File: config.mk
export PLATFORM = sky130hd
export DESIGN_NAME = tablejump_unit
export DESIGN_NICKNAME = d
export VERILOG_FILES = /design/src/rtl/tj_pkg.sv /design/src/rtl/tj_decode.sv /design/src/rtl/tj_csr.sv /design/src/rtl/tj_seq.sv /design/src/rtl/tablejump_unit.sv
export SDC_FILE = /design/constraint.sdc
export NUM_CORES = 1
export LEC_CHECK = 0
export BUFFER_PORTS_ARGS = -buffer_cell sky130_fd_sc_hd__buf_2
export CAP_MARGIN = 5
export CORE_MARGIN = 2
export CORE_UTILIZATION = 45
export DETAILED_ROUTE_END_ITERATION = 8
export GPL_TIMING_DRIVEN = 0
export PLACE_DENSITY = 0.73
export SETUP_SLACK_MARGIN = 0.4
export SLEW_MARGIN = 20
export SYNTH_ARGS = -nofsm -noshare
export SYNTH_HDL_FRONTEND = slang
export SYNTH_HIERARCHICAL = 1
export SYNTH_SLANG_ARGS = --single-unit
File: constraint.sdc
create_clock -name clk -period 3.4 [get_ports clk]
set_input_delay 0.51 -clock clk [delete_from_list [all_inputs] [get_ports clk]]
set_output_delay 0.51 -clock clk [all_outputs]
set_load 0.005 [all_outputs]
File: src/rtl/tj_pkg.sv
package tj_pkg;
  localparam logic [5:0] TJ_FUNCT6   = 6'b101000;
  localparam logic [1:0] TJ_OP       = 2'b10;
  localparam int         LINK_FIRST  = 32;
  localparam int         MODE_W      = 6;

  typedef enum logic [1:0] {ST_IDLE, ST_REQ, ST_WAIT} tj_state_e;

  function automatic logic tj_match(input logic [15:0] w);
    return (w[1:0] == TJ_OP) && (w[15:10] == TJ_FUNCT6);
  endfunction

  function automatic logic [7:0] tj_slot(input logic [15:0] w);
    return w[9:2];
  endfunction

  function automatic logic tj_links(input logic [7:0] slot);
    return slot >= 8'(LINK_FIRST);
  endfunction
endpackage

File: src/rtl/tj_decode.sv
module tj_decode #(
  parameter bit DP_STORE_PRESENT = 1'b0
) (
  input  logic        valid,
  input  logic [15:0] word,
  output logic        hit,
  output logic [7:0]  slot,
  output logic        links
);
  import tj_pkg::*;

  assign slot  = tj_slot(word);
  assign links = tj_links(slot);

  generate
    if (DP_STORE_PRESENT) begin : g_inert
      assign hit = 1'b0;
    end else begin : g_active
      assign hit = valid && tj_match(word);
    end
  endgenerate
endmodule

File: src/rtl/tj_csr.sv
module tj_csr #(
  parameter int          XLEN         = 32,
  parameter int          BASE_IMPL    = 20,
  parameter logic [11:0] CSR_ADDR     = 12'h017,
  parameter bit          HAS_STATE_EN = 1'b1
) (
  input  logic            clk,
  input  logic            rst_n,
  input  logic            csr_valid,
  input  logic            csr_write,
  input  logic [11:0]     csr_addr,
  input  logic [XLEN-1:0] csr_wdata,
  input  logic            stateen_jvt,
  output logic [XLEN-1:0] csr_rdata,
  output logic            csr_illegal,
  output logic [XLEN-1:0] base,
  output logic            mode_zero,
  output logic            gate_open
);
  localparam int MODE_W = tj_pkg::MODE_W;
  localparam logic [XLEN-1:0] MODE_MASK = XLEN'((1 << MODE_W) - 1);
  localparam logic [XLEN-1:0] BASE_MASK =
    ({XLEN{1'b1}} >> (XLEN - MODE_W - BASE_IMPL)) & ~MODE_MASK;
  localparam logic [XLEN-1:0] WR_MASK = BASE_MASK | MODE_MASK;

  logic [XLEN-1:0] reg_q;
  logic            sel;
  logic            wr_ok;

  generate
    if (HAS_STATE_EN) begin : g_gate
      assign gate_open = stateen_jvt;
    end else begin : g_nogate
      assign gate_open = 1'b1;
    end
  endgenerate

  assign sel         = csr_valid && (csr_addr == CSR_ADDR);
  assign csr_illegal = sel && !gate_open;
  assign csr_rdata   = (sel && gate_open) ? reg_q : '0;
  assign wr_ok       = sel && gate_open && csr_write;

  always_ff @(posedge clk or negedge rst_n) begin
    if (!rst_n)     reg_q <= '0;
    else if (wr_ok) reg_q <= csr_wdata & WR_MASK;
  end

  assign base      = reg_q & BASE_MASK;
  assign mode_zero = (reg_q[MODE_W-1:0] == '0);
endmodule

File: src/rtl/tj_seq.sv
module tj_seq #(
  parameter int XLEN = 32
) (
  input  logic            clk,
  input  logic            rst_n,
  input  logic            hit,
  input  logic [7:0]      slot,
  input  logic            links,
  input  logic [XLEN-1:0] pc,
  input  logic [XLEN-1:0] base,
  input  logic            mode_zero,
  input  logic            gate_open,
  input  logic            mem_rvalid,
  input  logic [XLEN-1:0] mem_rdata,
  output logic            mem_req,
  output logic [XLEN-1:0] mem_addr,
  output logic            busy,
  output logic            start,
  output logic            redir_valid,
  output logic [XLEN-1:0] redir_pc,
  output logic            link_we,
  output logic [XLEN-1:0] link_data,
  output logic            illegal
);
  import tj_pkg::*;

  localparam int SHIFT = $clog2(XLEN / 8);

  function automatic logic [XLEN-1:0] entry_addr(input logic [XLEN-1:0] b,
                                                 input logic [7:0] s);
    return b + (XLEN'(s) << SHIFT);
  endfunction

  tj_state_e       state_q;
  logic [XLEN-1:0] addr_q, pc_q;
  logic            links_q;
  logic            accept, reject, resp;

  assign accept = hit && (state_q == ST_IDLE);
  assign reject = accept && !(mode_zero && gate_open);
  assign start  = accept && !reject;
  assign resp   = mem_rvalid && (state_q != ST_IDLE);

  assign mem_req  = (state_q == ST_REQ);
  assign mem_addr = addr_q;
  assign busy     = (state_q != ST_IDLE);

  always_ff @(posedge clk or negedge rst_n) begin
    if (!rst_n) begin
      state_q     <= ST_IDLE;
      addr_q      <= '0;
      pc_q        <= '0;
      links_q     <= 1'b0;
      redir_valid <= 1'b0;
      redir_pc    <= '0;
      link_we     <= 1'b0;
      link_data   <= '0;
      illegal     <= 1'b0;
    end else begin
      illegal     <= reject;
      redir_valid <= 1'b0;
      link_we     <= 1'b0;
      case (state_q)
        ST_IDLE: if (start) begin
          addr_q  <= entry_addr(base, slot);
          pc_q    <= pc;
          links_q <= links;
          state_q <= ST_REQ;
        end
        default: if (resp) begin
          redir_valid <= 1'b1;
          redir_pc    <= {mem_rdata[XLEN-1:1], 1'b0};
          link_we     <= links_q;
          link_data   <= pc_q + XLEN'(2);
          state_q     <= ST_IDLE;
        end else begin
          state_q <= ST_WAIT;
        end
      endcase
    end
  end
endmodule

File: src/rtl/tablejump_unit.sv
module tablejump_unit #(
  parameter int          XLEN             = 32,
  parameter int          BASE_IMPL        = 20,
  parameter logic [11:0] CSR_ADDR         = 12'h017,
  parameter bit          HAS_STATE_EN     = 1'b1,
  parameter bit          DP_STORE_PRESENT = 1'b0
) (
  input  logic            clk,
  input  logic            rst_n,
  input  logic            ins_valid,
  input  logic [15:0]     ins_word,
  input  logic [XLEN-1:0] ins_pc,
  input  logic            stateen_jvt,
  input  logic            csr_valid,
  input  logic            csr_write,
  input  logic [11:0]     csr_addr,
  input  logic [XLEN-1:0] csr_wdata,
  output logic [XLEN-1:0] csr_rdata,
  output logic            csr_illegal,
  output logic            mem_req,
  output logic [XLEN-1:0] mem_addr,
  input  logic            mem_rvalid,
  input  logic [XLEN-1:0] mem_rdata,
  output logic            busy,
  output logic            redir_valid,
  output logic [XLEN-1:0] redir_pc,
  output logic            link_we,
  output logic [4:0]      link_rd,
  output logic [XLEN-1:0] link_data,
  output logic            illegal
);
  localparam logic [4:0] RA = 5'd1;

  logic            tj_hit, tj_links, tj_start;
  logic [7:0]      tj_slot;
  logic [XLEN-1:0] tbl_base;
  logic            mode_zero, gate_open;

  tj_decode #(.DP_STORE_PRESENT(DP_STORE_PRESENT)) u_dec (
    .valid(ins_valid), .word(ins_word),
    .hit(tj_hit), .slot(tj_slot), .links(tj_links)
  );

  tj_csr #(.XLEN(XLEN), .BASE_IMPL(BASE_IMPL), .CSR_ADDR(CSR_ADDR),
           .HAS_STATE_EN(HAS_STATE_EN)) u_csr (
    .clk(clk), .rst_n(rst_n), .csr_valid(csr_valid), .csr_write(csr_write),
    .csr_addr(csr_addr), .csr_wdata(csr_wdata), .stateen_jvt(stateen_jvt),
    .csr_rdata(csr_rdata), .csr_illegal(csr_illegal), .base(tbl_base),
    .mode_zero(mode_zero), .gate_open(gate_open)
  );

  tj_seq #(.XLEN(XLEN)) u_seq (
    .clk(clk), .rst_n(rst_n), .hit(tj_hit), .slot(tj_slot), .links(tj_links),
    .pc(ins_pc), .base(tbl_base), .mode_zero(mode_zero), .gate_open(gate_open),
    .mem_rvalid(mem_rvalid), .mem_rdata(mem_rdata), .mem_req(mem_req),
    .mem_addr(mem_addr), .busy(busy), .start(tj_start),
    .redir_valid(redir_valid), .redir_pc(redir_pc), .link_we(link_we),
    .link_data(link_data), .illegal(illegal)
  );

  assign link_rd = RA;
endmodule

==> reports/metrics.yaml <==
synth-async-reset-ratio_pct: 100.0
grt_util_all_layers_pct: 20.85
shortest_clock_period_the_worst_path_allows_after_layout_ns: 2.406
tightest_slew_ns: 0.6221
numCtsBuffers: 17
leading_cell_types_by_count_after_synthesis: "277 x nand2_1, 159 x dfrtp_1, 53 x buf_4"
fp.dieH_um: 136.6
clk_pin_slew_ns: 0.06
post_cts_resized: 0
cap_violations: 0
postCtsSetupBuffers: 0
cts_max_path_buffers: 2
tritoncts: "yes"
critical_path.cell_chain: "inv_1 > nand4_1 > nor3_1 > nand4_1 > buf_1 > inv_2 > clkbuf_1 > a31oi_1"
power_per_cell_area_nw_per_um2: 431.0
postSynthCellCount: 867
synth.avg_cell_area_sq_um: 9.129
crit_path_start_kind: "flop"
relSlewSlack_pct: 58.37
dp.final_hpwl_um: 14820
htree_num_levels: 4
io_buffer_count: 245
grt_remaining_overflow: 0
worst_slack_ns: 0.9941
critical_path_required_ns: 3.66
main_combinational_cell_family_by_area_after_synthesis: "simple AND/OR/NAND/NOR gates"
netlist-cell-type-count: 46
ctsHoldBuffers: 0
netlist.top_cell.by_area: "dfrtp_1"
routed_via_density: 4.756
synth-edff-count: 0
unrepaired_setup_endpoints_after_global_routing: "false"
cell_mode_on_critical_path: "nand4_1"
synth.ff_latch_count: 159
cpPeakStageDelay_ns: 0.47
area_growth_pct: 28.64
synthMostInstantiatedCell: "nand2_1"
die_area_sq_um: 18670
critPathKind: "flop to flop"
synth.area.mux_share_pct: 4.647
layout_cell_share_with_drive_strength_beyond_1_pct: 31.93
synth_adder_area_share_pct: 1.676
highest_achievable_clock_rate_ghz: 0.4157
cp.arrival_ns: 2.66
fillerInstances: 1522
die_width_um: 136.6
synthTopCellsByArea: "dfrtp_1 50%, nand2_1 13%, buf_4 5.0%, mux2_4 3.8%, xor2_1 3.7%"
comb_power_share_pct: 7.5
p_sw_mw: 1.004
first_pass_grt_wire_length_um: 30450
dp_worst_setup_slack_ns: 0.7193
slowest_stage: "clkbuf_1"
grt_antenna_before_repair: 1
sequential_to_total_area_share_from_yosys_stat_pct: 50.27
clkSinkCount: 159
ant_nets: 0
hold_path_class: "input port to asynchronous set/reset pin"
routed_wl_um: 19230
timing.critical_path.to_type: "flop"
worst_clock_skew_ns: 0.007594
static-leakage-power_nw: 5.416
synth_flop_cell: "dfrtp_1"
gpl.final_weighted_congestion: 0.7954
period_share_pct: 70.76
first_pass_iters: 4
design.portCount: 270
routedWlPerCell_um: 13.83
placement_rows: 48
maxSlewViolCount: 0
synth_top_area_share_pct: 50.27
compound_gate_portion_of_the_synthesized_area_pct: 6.054
final-setup-viol-count: 0
timing.critical_path.fanout_max: 10
synthesis.yosys.warnings: 6
via_count: 6616
synth_xor_area_share_pct: 5.643
p_total_mw: 4.389
ctsRootBufferMaster: "clkbuf_16"
cp_buf_inv_count: 4
critical-path-top-delay-family: "buffers and inverters"
maximum_number_of_pins_on_one_net_before_global_route_repair: 90
drt-initial-drc-count: 237
clock_insertion_delay_worst_skew_ns: 0.41
drc: 0
fin_nets: 1293
final_hold_violation_count: 0
vias_in_the_first_global_route: 6185
vdd.ir_drop.worst_mv: 0.3585
status: "complete, no violations"
switching_share_pct: 22.88
mapped_area_sq_um: 7915
design.core.area_sq_um: 17240
internal_power_mw: 3.384
synthSimpleGateAreaFrac_pct: 22.23
pwr-share-clk_pct: 47.0
floorplan.initialDensity_pct: 45.92
sequentialPowerShare_pct: 45.4
[cell families after synthesis]
group                    after synthesis
other                                  4
buffers and inverters                129
AO/OA/AOI/OAI                         82
adder cells (fa/ha/maj)               10
AND/OR/NAND/NOR                      406
XOR/XNOR                              51
flip-flops                           159
multiplexers                          26
[worst register-to-register path, delay by kind of cell, from the launching register on]
kind	cells	cell delay (ns)
buf+inv	4	1.10
flops	1	0.38
simple gates	3	0.62
compound gates	1	0.17
[flip-flops by register name (all words and copies together) (netlist names)]
name               count
u_seq/link_data       32
u_seq/mem_addr        32
u_seq/pc_q            32
u_seq/redir_pc        31
u_csr/reg_q           26
u_seq/state_q          2
u_seq/illegal          1
u_seq/link_we          1
u_seq/links_q          1
u_seq/redir_valid      1
[per-layer routing]
layer	vias up	GRT usage [%]	routed length, um
met3	13	5.889	1308
li1	3315	-	-
met5	-	0	0
met2	200	36.36	9557
met4	0	4.514	177
met1	3088	25.72	8189
[power groups by stage]
stage	Sequential (mW)	Clock, mW	Combinational (mW)
5_1_grt	2.00	2.21	0.377
6_report	1.99	2.06	0.331
3_5_place_dp	2.03	0	0.333
3_3_place_gp	2.03	0	0.322
2_1_floorplan	2.03	0	0.136
4_1_cts	1.99	2.12	0.335
[stage by stage]
stage	area, sq um	hold WS (ns)	TNS (ns)	cells	util [%]
final	10180	0.05777	0	1391	59.07
after global routing	10180	0.08211	0	1391	59.07
after CTS	10180	0.05985	0	1390	59.06
after detailed placement	9535	0.4575	0	1358	55.32
after global placement	9498	0.4540	-93.67	1357	55.10
after floorplan	7990	0.2144	0	887	-
[worst paths after layout]
path | startpoint | endpoint | slack [ns] | cells after the start
max | u_csr/reg_q[0]$_DFFE_PN0P_ | u_seq/mem_addr[24]$_DFFE_PN0P_ | 0.99 | 8
min | rst_n | u_csr/reg_q[9]$_DFFE_PN0P_ | 0.06 | 1
min in group clk | mem_rvalid | u_seq/state_q[1]$_DFFE_PN0P_ | 0.26 | 2
min reg2reg | u_seq/mem_addr[0]$_DFFE_PN0P_ | u_seq/mem_addr[0]$_DFFE_PN0P_ | 0.47 | 2
max in group asynchronous | rst_n | u_seq/redir_pc[2]$_DFFE_PN0P_ | 2.51 | 2
max reg2reg | u_csr/reg_q[0]$_DFFE_PN0P_ | u_seq/mem_addr[24]$_DFFE_PN0P_ | 0.99 | 8
[cells in the final DEF (no fill, tap or decap), drive strengths merged, types with 3 or more instances in the layout]
| cell | netlist | final |
|---|---|---|
| a21oi | 8 | 8 |
| a31oi | 5 | 5 |
| and2 | 3 | 3 |
| and3 | 10 | 10 |
| and4 | 5 | 5 |
| buf | 64 | 310 |
| bufinv | 0 | 4 |
| clkbuf | 28 | 46 |
| clkinv | 2 | 3 |
| clkinvlp | 0 | 4 |
| conb | 4 | 24 |
| dfrtp | 159 | 159 |
| ha | 9 | 9 |
| inv | 35 | 40 |
| mux2 | 26 | 26 |
| nand2 | 277 | 277 |
| nand3 | 20 | 20 |
| nand4 | 16 | 16 |
| nor2 | 28 | 28 |
| nor3 | 31 | 31 |
| o211ai | 3 | 3 |
| o21ai | 60 | 60 |
| or3 | 6 | 6 |
| xnor2 | 18 | 18 |
| xor2 | 33 | 33 |
[layout make-up]
cell class              count  area, sq um  area share, %
multi-input cells         599         3276          32.17
clock buffers              18        439.2          4.313
inverters                  37        138.9          1.364
diodes                      1        2.502        0.02458
well taps                 225        281.5          2.765
repair buffers            246         1264          12.41
plain buffers              92        596.8          5.861
clock inverters            14        205.2          2.015
flip-flops and latches    159         3979          39.08
(Power assumes the default switching activity.)
